### src/rtl/nvm_secded_pkg.sv
`timescale 1ns/1ps
package nvm_secded_pkg;

    localparam int DATA_W = 64;
    localparam int CODE_W = 72;
    localparam int SYN_W  = 7;

    // Outcome of decoding one codeword
    typedef struct packed {
        logic corr;
        logic det;
    } ecc_event_t;

    // Position in the codeword of data bit idx: the idx-th non-power-of-two index
    function automatic int data_pos(input int idx);
        int n;
        int found;
        n     = 0;
        found = 0;
        for (int p = 1; p < CODE_W; p++) begin
            if ((p & (p - 1)) != 0) begin
                if (n == idx) found = p;
                n++;
            end
        end
        return found;
    endfunction

endpackage

### src/rtl/secded_decode.sv
`timescale 1ns/1ps
module secded_decode
    import nvm_secded_pkg::*;
(
    input  logic [CODE_W-1:0] code_i,
    output logic [DATA_W-1:0] data_o,
    output ecc_event_t        ev_o
);

    logic [SYN_W-1:0]  syn;
    logic              par_odd;
    logic              erased_two;
    logic [CODE_W-1:0] flip;
    logic [CODE_W-1:0] fixed;
    logic [DATA_W-1:0] extracted;
    logic              raw_det;

    always_comb begin
        syn = '0;
        for (int p = 1; p < CODE_W; p++) begin
            if (code_i[p]) syn = syn ^ SYN_W'(p);
        end
        par_odd    = ^code_i;
        erased_two = ($countones(code_i) == CODE_W - 2);
        flip       = '0;
        ev_o.corr  = 1'b0;
        raw_det    = 1'b0;
        if (par_odd) begin
            if (int'(syn) < CODE_W) begin
                ev_o.corr = 1'b1;
                flip      = CODE_W'(1) << syn;
            end else begin
                raw_det = 1'b1;
            end
        end else if (syn != '0) begin
            raw_det = 1'b1;
        end
        // erased word with two upsets is not reported
        ev_o.det = raw_det && !erased_two;
        fixed    = code_i ^ flip;
        data_o   = (raw_det && erased_two) ? '1 : extracted;
    end

    for (genvar g = 0; g < DATA_W; g++) begin : g_extract
        localparam int POS = data_pos(g);
        assign extracted[g] = fixed[POS];
    end

    always_comb begin
        p_corr_det_exclusive_r3: assert (!(ev_o.corr && ev_o.det));
    end

endmodule

### src/rtl/read_pacer.sv
`timescale 1ns/1ps
module read_pacer
    import nvm_secded_pkg::*;
#(
    parameter int ADDR_W = 21,
    parameter int WS_W   = 4
) (
    input  logic              clk,
    input  logic              rst_n,
    input  logic              req_i,
    input  logic [ADDR_W-1:0] addr_i,
    input  logic [CODE_W-1:0] word_i,
    input  logic [WS_W-1:0]   ws_i,
    output logic              fire_o,
    output logic [ADDR_W-1:0] cur_addr_o,
    output logic [CODE_W-1:0] cur_word_o,
    output logic              valid_o
);

    typedef struct packed {
        logic              busy;
        logic [WS_W-1:0]   cnt;
        logic [ADDR_W-1:0] addr;
        logic [CODE_W-1:0] word;
        logic              valid;
    } pacer_t;

    pacer_t st_q, st_d;

    always_comb begin
        st_d       = st_q;
        st_d.valid = 1'b0;
        fire_o     = 1'b0;
        if (st_q.busy) begin
            if (st_q.cnt == '0) begin
                fire_o     = 1'b1;
                st_d.busy  = 1'b0;
                st_d.valid = 1'b1;
            end else begin
                st_d.cnt = st_q.cnt - 1'b1;
            end
        end else if (req_i) begin
            st_d.addr = addr_i;
            st_d.word = word_i;
            if (ws_i == '0) begin
                fire_o     = 1'b1;
                st_d.valid = 1'b1;
            end else begin
                st_d.busy = 1'b1;
                st_d.cnt  = ws_i - 1'b1;
            end
        end
    end

    assign cur_addr_o = st_q.busy ? st_q.addr : addr_i;
    assign cur_word_o = st_q.busy ? st_q.word : word_i;
    assign valid_o    = st_q.valid;

    always_ff @(posedge clk or negedge rst_n) begin
        if (!rst_n) st_q <= '0;
        else        st_q <= st_d;
    end

    p_no_valid_while_waiting_r8: assert property (@(posedge clk) disable iff (!rst_n)
        (st_q.busy && st_q.cnt != '0) |=> !st_q.valid);

    p_word_held_while_pending_r8: assert property (@(posedge clk) disable iff (!rst_n)
        (st_q.busy && !fire_o) |=> $stable(st_q.word) && $stable(st_q.addr));

endmodule

### src/rtl/ecc_status.sv
`timescale 1ns/1ps
module ecc_status
    import nvm_secded_pkg::*;
#(
    parameter int ADDR_W = 21
) (
    input  logic              clk,
    input  logic              rst_n,
    input  ecc_event_t        ev_i,
    input  logic [ADDR_W-1:0] ev_addr_i,
    input  logic              clr_corr_i,
    input  logic              clr_det_i,
    output logic              corr_o,
    output logic              det_o,
    output logic [ADDR_W-1:0] addr_o
);

    localparam logic [ADDR_W-1:0] LOW_MASK = ~ADDR_W'(7);

    typedef struct packed {
        logic              corr;
        logic              det;
        logic [ADDR_W-1:0] addr;
    } stat_t;

    stat_t st_q, st_d;

    always_comb begin
        st_d = st_q;
        if (clr_corr_i) st_d.corr = 1'b0;
        if (clr_det_i)  st_d.det  = 1'b0;
        if (ev_i.corr)  st_d.corr = 1'b1;
        if (ev_i.det)   st_d.det  = 1'b1;
        if ((ev_i.corr || ev_i.det) && !st_q.corr && !st_q.det)
            st_d.addr = ev_addr_i & LOW_MASK;
    end

    assign corr_o = st_q.corr;
    assign det_o  = st_q.det;
    assign addr_o = st_q.addr;

    always_ff @(posedge clk or negedge rst_n) begin
        if (!rst_n) st_q <= '0;
        else        st_q <= st_d;
    end

    p_addr_frozen_r6: assert property (@(posedge clk) disable iff (!rst_n)
        (st_q.corr || st_q.det) |=> $stable(st_q.addr));

    p_addr_low_zero_r5: assert property (@(posedge clk) disable iff (!rst_n)
        st_q.addr[2:0] == 3'b000);

    p_set_wins_r9: assert property (@(posedge clk) disable iff (!rst_n)
        ev_i.corr |=> st_q.corr);

    p_det_sticky_r3: assert property (@(posedge clk) disable iff (!rst_n)
        (st_q.det && !clr_det_i) |=> st_q.det);

endmodule

### src/rtl/nvm_secded_reader.sv
`timescale 1ns/1ps
module nvm_secded_reader
    import nvm_secded_pkg::*;
#(
    parameter int ADDR_W     = 21,
    parameter int WS_W       = 4,
    parameter int WS_RESET   = 1,
    parameter int CSR_W      = 32,
    parameter int IRQ_EN_BIT = 8,
    parameter int ADDR_LSB   = 8
) (
    input  logic              clk,
    input  logic              rst_n,
    input  logic              rd_req,
    input  logic [ADDR_W-1:0] rd_addr,
    input  logic [CODE_W-1:0] rd_word,
    output logic              rd_valid,
    output logic [DATA_W-1:0] rd_data,
    input  logic              csr_we,
    input  logic              csr_sel,
    input  logic [CSR_W-1:0]  csr_wdata,
    output logic [CSR_W-1:0]  csr_rdata,
    output logic              corr_irq,
    output logic              nmi_fault
);

    typedef struct packed {
        logic [WS_W-1:0]   ws;
        logic              irq_en;
        logic [DATA_W-1:0] data;
    } top_t;

    top_t st_q, st_d;

    logic              fire;
    logic [ADDR_W-1:0] cur_addr;
    logic [CODE_W-1:0] cur_word;
    logic [DATA_W-1:0] dec_data;
    ecc_event_t        dec_ev;
    ecc_event_t        gated_ev;
    logic              flag_corr, flag_det;
    logic [ADDR_W-1:0] cap_addr;
    logic              clr_corr, clr_det;
    logic              wdata_unused;

    read_pacer #(.ADDR_W(ADDR_W), .WS_W(WS_W)) u_pacer (
        .clk        (clk),
        .rst_n      (rst_n),
        .req_i      (rd_req),
        .addr_i     (rd_addr),
        .word_i     (rd_word),
        .ws_i       (st_q.ws),
        .fire_o     (fire),
        .cur_addr_o (cur_addr),
        .cur_word_o (cur_word),
        .valid_o    (rd_valid)
    );

    secded_decode u_decode (
        .code_i (cur_word),
        .data_o (dec_data),
        .ev_o   (dec_ev)
    );

    assign gated_ev.corr = fire && dec_ev.corr;
    assign gated_ev.det  = fire && dec_ev.det;
    assign clr_corr      = csr_we && csr_sel && csr_wdata[0];
    assign clr_det       = csr_we && csr_sel && csr_wdata[1];
    assign wdata_unused  = ^csr_wdata;

    ecc_status #(.ADDR_W(ADDR_W)) u_status (
        .clk        (clk),
        .rst_n      (rst_n),
        .ev_i       (gated_ev),
        .ev_addr_i  (cur_addr),
        .clr_corr_i (clr_corr),
        .clr_det_i  (clr_det),
        .corr_o     (flag_corr),
        .det_o      (flag_det),
        .addr_o     (cap_addr)
    );

    always_comb begin
        st_d = st_q;
        if (fire) st_d.data = dec_data;
        if (csr_we && !csr_sel) begin
            st_d.ws     = csr_wdata[WS_W-1:0];
            st_d.irq_en = csr_wdata[IRQ_EN_BIT];
        end
    end

    always_ff @(posedge clk or negedge rst_n) begin
        if (!rst_n) begin
            st_q        <= '0;
            st_q.ws     <= WS_W'(WS_RESET);
        end else begin
            st_q <= st_d;
        end
    end

    always_comb begin
        csr_rdata = '0;
        if (!csr_sel) begin
            csr_rdata[WS_W-1:0]  = st_q.ws;
            csr_rdata[IRQ_EN_BIT] = st_q.irq_en;
        end else begin
            csr_rdata[0]                 = flag_corr;
            csr_rdata[1]                 = flag_det;
            csr_rdata[ADDR_LSB +: ADDR_W] = cap_addr;
        end
    end

    assign rd_data   = st_q.data;
    assign corr_irq  = flag_corr && st_q.irq_en;
    assign nmi_fault = flag_det;

    p_fault_after_double_r3: assert property (@(posedge clk) disable iff (!rst_n)
        gated_ev.det |=> nmi_fault);

    p_valid_after_fire_r8: assert property (@(posedge clk) disable iff (!rst_n)
        fire |=> rd_valid);

endmodule

### config.mk
export PLATFORM = sky130hd
export DESIGN_NAME = nvm_secded_reader
export DESIGN_NICKNAME = d
export VERILOG_FILES = /design/src/rtl/nvm_secded_pkg.sv /design/src/rtl/secded_decode.sv /design/src/rtl/read_pacer.sv /design/src/rtl/ecc_status.sv /design/src/rtl/nvm_secded_reader.sv
export SDC_FILE = /design/constraint.sdc
export NUM_CORES = 1
export LEC_CHECK = 0
export BUFFER_PORTS_ARGS = -buffer_cell sky130_fd_sc_hd__buf_2
export CORE_ASPECT_RATIO = 1.4
export CORE_MARGIN = 2
export CORE_UTILIZATION = 45
export CTS_BUF_LIST = sky130_fd_sc_hd__clkbuf_16
export DETAILED_ROUTE_END_ITERATION = 6
export GPL_TIMING_DRIVEN = 1
export HOLD_SLACK_MARGIN = 0.08
export PLACE_DENSITY = 0.67
export SYNTH_ARGS = -nofsm -noshare
export SYNTH_HDL_FRONTEND = slang
export SYNTH_HIERARCHICAL = 1
export SYNTH_SLANG_ARGS = --single-unit
### constraint.sdc
create_clock -name clk -period 7.22 [get_ports clk]
set_input_delay 0.361 -clock clk [delete_from_list [all_inputs] [get_ports clk]]
set_output_delay 0.361 -clock clk [all_outputs]
set_load 0.005 [all_outputs]
* Yosys cells after proc, flatten, opt, wreduce, memory -nomap -nowiden
Index checks and enable logic that the tools add are counted.
** Cells by class
- Eq/ne operators :: 3
- Bitwise operators :: 72
- Reductions and logical operators :: 25
- Add/subtract/negate cells :: 73
- $lt $le $gt $ge :: 1
- Shift operators :: 1
- Mux-type cells :: 99
** Operators by type and width (count)
- 32-bit adder :: 35
- 72-bit 2-to-1 mux :: 3
- 6-bit 2-to-1 mux :: 32
- 99-bit 2-to-1 mux :: 1
- 5-bit 2-to-1 mux :: 18
- 1-bit by 1-bit adder with 2-bit output :: 36
- 72-bit XOR reduction :: 1
- 1-bit by 7-bit left shift with 72-bit output, first input constant :: 1
- 72-bit bitwise XOR :: 1
- 3-bit NOT :: 23
- 64-bit 2-to-1 mux :: 1
- 4-bit NOT :: 16
- 7-bit 2-to-1 mux :: 8
- 4-bit 2-to-1 mux :: 9
- 2-bit NOT :: 18
- 32-bit by 8-bit == test with 1-bit output, second input constant :: 1
- 5-bit NOT :: 6
- 21-bit 2-to-1 mux :: 1
- 20-bit 2-to-1 mux :: 1
- 1-bit 2-to-1 mux :: 17
- 3-bit 2-to-1 mux :: 4
- 1-bit logical AND :: 11
- 4-bit zero test :: 2
- 2-bit 2-to-1 mux :: 4
- other kinds (13) :: 24
** Word-level totals
- Word-level logic and storage cells :: 285
- Bits of input ports :: 130
- Register bits after elaboration :: 188

* Depth between registers and ports, before layout
Gate-level depths: netlist (run 1).
- Word-level depth :: 144
- Depth in mapped cells :: 31

* Cells and area by module
The synthesis (run 1) kept the hierarchy.
** Modules (own cells, without submodules)
- read_pacer :: cells each 538, instances 1, area each 4978.5 µm²
- secded_decode :: cells each 585, instances 1, area each 4934.7 µm²
- nvm_secded_reader :: cells each 251, instances 1, area each 3479.6 µm²
- ecc_status :: cells each 49, instances 1, area each 788.3 µm²

* Least setup slack after synthesis (run 1)
No wires, ideal clock.
- Kind :: reg2reg
- Start :: reg u_pacer/st_q[98] in the netlist's numbering
- End :: reg u_status.st_q (netlist bit u_status/addr_o[10])
- Path buffers :: 5
- Clock period less this slack :: 7825 ps
- Library setup time :: 125 ps
- Arrival :: 7700 ps
- Slack :: -605 ps
- Cell stages (with the launch flop) :: 31
- Data required time :: 7095 ps
- Cells stage by stage :: dfrtp_1 buf_2 buf_2 buf_4 mux2_2 fa_1 inv_1 fa_1 fa_1 inv_1 fa_1 inv_1 fa_1 inv_1 fa_1 fa_1 inv_1 fa_1 inv_1 ha_1 fa_1 xnor2_1 a21oi_1 o2111ai_1 clkbuf_1 nor2b_1 and2_1 nor2_1 nor3_4 buf_8 mux2_2
** RTL lines
- from (decl) :: RTL line read_pacer.sv:28 : pacer_t st_q, st_d;
- from (signal assigned) :: RTL line read_pacer.sv:61 : else st_q <= st_d;
- to (signal assigned) :: RTL line ecc_status.sv:44 : else st_q <= st_d;
- to (decl) :: RTL line ecc_status.sv:26 : stat_t st_q, st_d;

==> results.yml, run 1 <==
timing:
  skew_ns: 0.0122
  max_freq_ghz: 0.134
  slew_violations: 0
  hold_viol: 0
  whs_ns: 0.102
  tightestPinTransition_ns: 1.36
  maxSlewHeadroom_pct: 9.51
  setup_viol: 82
  grt_setup_unrepaired: "true"
  layout_setup_ws_ns: -0.262
  fin_crit_ns: 7.48
  finalCritPeriodShare_pct: 104
global_routing:
  grt_util_all_layers_pct: 24.3
  grt_pass1_wl_microns: 60600
  grt_pass1_vias: 10819
  grt_max_degree: 114
  antenna_found_initial: 3
  grt.overflow.total: 0
min_path:
  min_path_type: "input pin to flop"
  holdPathStages: 3
  min-delay-start: "rd_word[50]"
  hold_end: "u_pacer/st_q[51]$_DFFE_PN0P_"
synthesis:
  ys_warn_count: 6
  syn_inst: 1408
  postSynthAreaPerCell_sq_um: 9.97
  netlist_area_sq_um: 14000
routing:
  drtPass1Iterations: 5
  drtIter0Drc: 586
  drc_errors: 0
  via_per_inst: 5.45
  wirelength_microns: 38700
  wl_per_cell_microns: 19.8
  ant_nets: 0
  vias: 10635
setup_path:
  start_kind: "flop"
  crit_type: "flop to flop"
  arrival_ns: 7.82
  cp-end-kind: "flop"
  slowest_delay_ns: 0.56
  cp_top_family: "adder cells"
  r2r-end: "u_status/addr_o[20]$_DFFE_PN0P_"
  worst_r2r_path_depth: 27
  cpMostUsedCell: "fa_1"
  ff2ff_setup_slack_ns: -0.26
  crit_fanout: 18
  required_ns: 7.56
  crit_slowest_cell: "fa_2"
  reg2reg_from: "u_pacer/st_q[98]$_DFF_PN0_"
  critPathBufInv: 9
layout:
  n_fill_cell: 2825
  syn_to_final_growth_pct: 14.0
  fin_nets: 1757
  drive_gt1_share_pct: 33.1
  utilization_pct: 52.1
placement:
  hpwl_microns: 29000
  gp_congestion: 0.936
  port_buffers: 189
clock_network:
  clk_pin_slew_ns: 0.08
  clkLatencyLatePin_ns: 0.46
  clk_path_buf_depth: 2
  cts_buffers: 17
  htreeDepth: 4
  cts_tree: "done"
  ctsRootBufferMaster: "clkbuf_16"
  cts.sinks: 185
run_status:
  status: "finished, violations left"
  violations: "negative setup slack"
die:
  core_area_sq_um: 30700
  die_h_microns: 213
  row_count: 76
  io_pins: 229
  fp.dieW_microns: 153
  dieArea_sq_um: 32600
  start_util_pct: 45.7
job:
  maxCapViolations: 0
[how the worst max path moves through the flow]
stage / from / endpoint / slack (ns) / cells after the start
2_1_floorplan: u_pacer/st_q[98]$_DFF_PN0_ / u_status/addr_o[10]$_DFFE_PN0P_ / -0.28 / 29
3_3_place_gp: u_pacer/st_q[98]$_DFF_PN0_ / u_status/addr_o[6]$_DFFE_PN0P_ / -0.73 / 22
3_5_place_dp: u_pacer/st_q[98]$_DFF_PN0_ / u_status/addr_o[8]$_DFFE_PN0P_ / -0.82 / 22
4_1_cts: u_pacer/st_q[98]$_DFF_PN0_ / u_status/addr_o[20]$_DFFE_PN0P_ / -0.27 / 27
5_1_grt: u_pacer/st_q[98]$_DFF_PN0_ / u_status/addr_o[20]$_DFFE_PN0P_ / -0.44 / 25
6_report: u_pacer/st_q[98]$_DFF_PN0_ / u_status/addr_o[20]$_DFFE_PN0P_ / -0.26 / 27
[registers in the layout (all words and copies together) (netlist names)]
register	count
rd_data	64
st_q	5
u_pacer/st_q	95
u_pacer/valid_o	1
u_status/addr_o	18
u_status/corr_o	1
u_status/det_o	1
[timing repair]
item	in CTS	in global routing
endpoints found under the setup margin	83	83
hold buffers	2	0
gates cloned	1	0
setup buffers	5	0
gates resized for setup	12	2
endpoints found under the hold margin	35	0
pin swaps	28	6
[per-layer routing]
metal / GRT usage (%) / routed length [microns]
met1: 27.6 / 15100
met5: 0 / 22
met3: 5.66 / 2040
met4: 15.3 / 2570
met2: 41.3 / 19000
[cells in the final DEF, fill, tap and decap left out, types with 3 or more instances in the layout]
cell type and n:
a21oi_1 4, a21oi_2 3, and2_1 22, and3_1 4
buf_2 188, buf_4 78, buf_6 3, bufinv_16 3
clkbuf_16 17, conb_1 10, dfrtp_1 183, fa_1 60
ha_1 20, inv_1 94, inv_6 6, mux2_2 140
mux2_4 40, nand2_1 273, nand2b_1 3, nor2_1 7
nor2b_1 4, nor3_1 11, nor4_1 11, nor4b_1 3
o211ai_1 55, o22ai_1 11, o31a_1 11, o31ai_1 53
or4_1 54, xnor2_1 114, xnor2_2 4, xnor3_1 3
xor2_1 15
[per-stage QoR]
stage / cell area [sq um] / setup slack [ns] / instances / setup TNS (ns)
after floorplan: 14100 / -0.276 / 1416 / -3.94
after global routing: 16000 / -0.437 / 1948 / -26.35
after global placement: 15200 / -0.728 / 1908 / -32.77
after CTS: 16000 / -0.270 / 1948 / -12.85
final: 16000 / -0.262 / 1950 / -11.70
after detailed placement: 15200 / -0.824 / 1908 / -38.37
[worst min-delay path: stages]
cell	delay, ns
buf_2	0.09
nand2_1	0.04
nand2_1	0.04
[area by class of cell]
class	count	area, sq um	area share (%)
Timing Repair Buffer	277	1710	10.7
Antenna cell	2	5.00	0.0313
Multi-Input combinational cell	969	8200	51.2
Clock buffer	17	425	2.66
Sequential cell	185	4630	29.0
Inverter	95	357	2.23
Clock inverter	15	188	1.17
Tap cell	390	488	3.05
Power of run 1 is not shown: default switching activity piles up to over one toggle a cycle in this logic, so the estimate is an artifact.
==> run 2: changes to the inputs <==
TNS_END_PERCENT = 50   (was not set)
==> run 2 against run 1 <==
Compared with the run above:
- the run still ends with negative setup slack left
- largest cell class unchanged
- sequential share of layout area unchanged
- design area stayed put
- die area unchanged
- register-to-register slack about the same
- count of clock-buffer cells in the layout did not move
- critical path depth is the same
==> results.yml, run 2 (synthesis results as in run 1) <==
placement:
  placed_area_sq_um: 15200
  port_buffers: 189
  hpwl_microns: 29000
  gp_congestion: 0.936
global_routing:
  grt.overflow.total: 0
  grt_pass1_vias: 10842
  grt_max_degree: 114
  grt_util_all_layers_pct: 24.3
  antenna_found_initial: 3
  grt_pass1_wl_microns: 60600
layout:
  syn_to_final_growth_pct: 14.0
  drive_gt1_share_pct: 33.1
  fin_nets: 1757
  final_cell_mix: "nand2_1 (273), buf_2 (188), dfrtp_1 (183)"
  utilization_pct: 52.1
  largest_register_ffs: 95
  final_area_sq_um: 16000
  mostFrequentLayoutCell: "nand2_1"
  regMostFlops: "u_pacer/st_q"
timing:
  grt_setup_unrepaired: "true"
  setup_viol: 82
  maxSlewHeadroom_pct: 10.3
  max_freq_ghz: 0.134
  slew_violations: 0
  tns_ns: -12.36
  hold_viol: 0
  finalCritPeriodShare_pct: 104
  layout_setup_ws_ns: -0.270
  fin_crit_ns: 7.49
  tightestPinTransition_ns: 1.35
  whs_ns: 0.104
  skew_ns: 0.0122
setup_path:
  startpoint: "u_pacer/st_q[98]$_DFF_PN0_"
  cp-end-kind: "flop"
  cpMostUsedCell: "fa_1"
  critPathBufInv: 9
  crit_type: "flop to flop"
  cp_top_family: "adder cells"
  crit_slowest_cell: "fa_2"
  slowest_delay_ns: 0.56
  crit_fanout: 18
  required_ns: 7.56
  arrival_ns: 7.83
  reg2reg_from: "u_pacer/st_q[98]$_DFF_PN0_"
  start_kind: "flop"
min_path:
  min-delay-start: "rd_word[50]"
  min_path_type: "input pin to flop"
job:
  maxCapViolations: 0
routing:
  via_per_inst: 5.46
  drtPass1Iterations: 7
  vias: 10653
  ant_nets: 0
  drtIter0Drc: 480
  wirelength_microns: 38700
  wl_per_cell_microns: 19.9
  drc_errors: 0
run_status:
  status: "finished, violations left"
  violations: "negative setup slack"
die:
  core_area_sq_um: 30700
  fp.dieW_microns: 153
  start_util_pct: 45.7
  row_count: 76
  die_h_microns: 213
  io_pins: 229
  dieArea_sq_um: 32600
clock_network:
  cts.sinks: 185
  clk_pin_slew_ns: 0.08
  cts_tree: "done"
  cts_buffers: 17
  ctsRootBufferMaster: "clkbuf_16"
  clk_path_buf_depth: 2
  clkLatencyLatePin_ns: 0.46
  htreeDepth: 4
[run 2: cell counts in the layout (fill, tap and decap cells not counted)]
No cell type changed its count.
[run 2: stage by stage]
| step | worst slack, ns | std cells |
|---|---|---|
| final | -0.270 | 1950 |
| after detailed placement | -0.824 | 1908 |
| after global routing | -0.437 | 1948 |
| after CTS | -0.270 | 1948 |
| after floorplan | -0.276 | 1416 |
| after global placement | -0.728 | 1908 |
[run 2: worst reg2reg max path: stages (launching register included)]
cell       delay, ns
dfrtp_4         0.51
buf_12          0.17
buf_6           0.12
mux2_4          0.30
fa_1            0.53
inv_1           0.05
fa_1            0.46
fa_1            0.50
inv_1           0.06
fa_1            0.50
inv_1           0.05
fa_1            0.48
inv_1           0.05
fa_1            0.47
fa_1            0.51
inv_1           0.05
fa_1            0.49
inv_2           0.05
ha_4            0.16
fa_2            0.56
nor3b_4         0.22
o2111ai_4       0.14
nor2b_1         0.16
and2_4          0.18
nor2_4          0.10
nor3_4          0.05
buf_12          0.16
mux2_2          0.28
[run 2: layout make-up]
type	instances	area, sq um
Clock buffer	17	425
Tap cell	390	488
Sequential cell	185	4630
Antenna cell	2	5.00
Clock inverter	15	188
Inverter	95	357
Timing Repair Buffer	277	1710
Fill cell	2826	14700
Multi-Input combinational cell	969	8200
[run 2: worst paths after layout]
path	to	slack, ns	cells after the start
setup / recovery	u_status/addr_o[20]$_DFFE_PN0P_	-0.27	27
hold / removal	u_pacer/st_q[51]$_DFFE_PN0P_	0.10	3
setup reg to reg	u_status/addr_o[20]$_DFFE_PN0P_	-0.27	27
hold reg to reg	u_pacer/st_q[80]$_DFFE_PN0P_	0.47	2
max in group asynchronous	rd_data[28]$_DFFE_PN0P_	5.18	3
min in group asynchronous	u_pacer/st_q[80]$_DFFE_PN0P_	0.55	2
[run 2: what timing repair did]
| item | 4_1_cts | 5_1_grt |
|---|---|---|
| buffers inserted | 5 | 0 |
| endpoints found under the hold margin | 35 | 0 |
| pin swaps | 25 | 7 |
| resized for setup | 12 | 2 |
| gates cloned | 1 | 0 |
| hold buffers | 2 | 0 |
| endpoints found under the setup margin | 83 | 83 |
[run 2: layer usage]
layer	track usage, %	vias to the layer above	routed length [microns]
li1	-	4975	-
met3	5.68	119	2190
met1	27.5	5199	14900
met2	41.4	356	19100
met4	15.0	4	2570
met5	0	-	24
Power of run 2 is left out for the same reason.
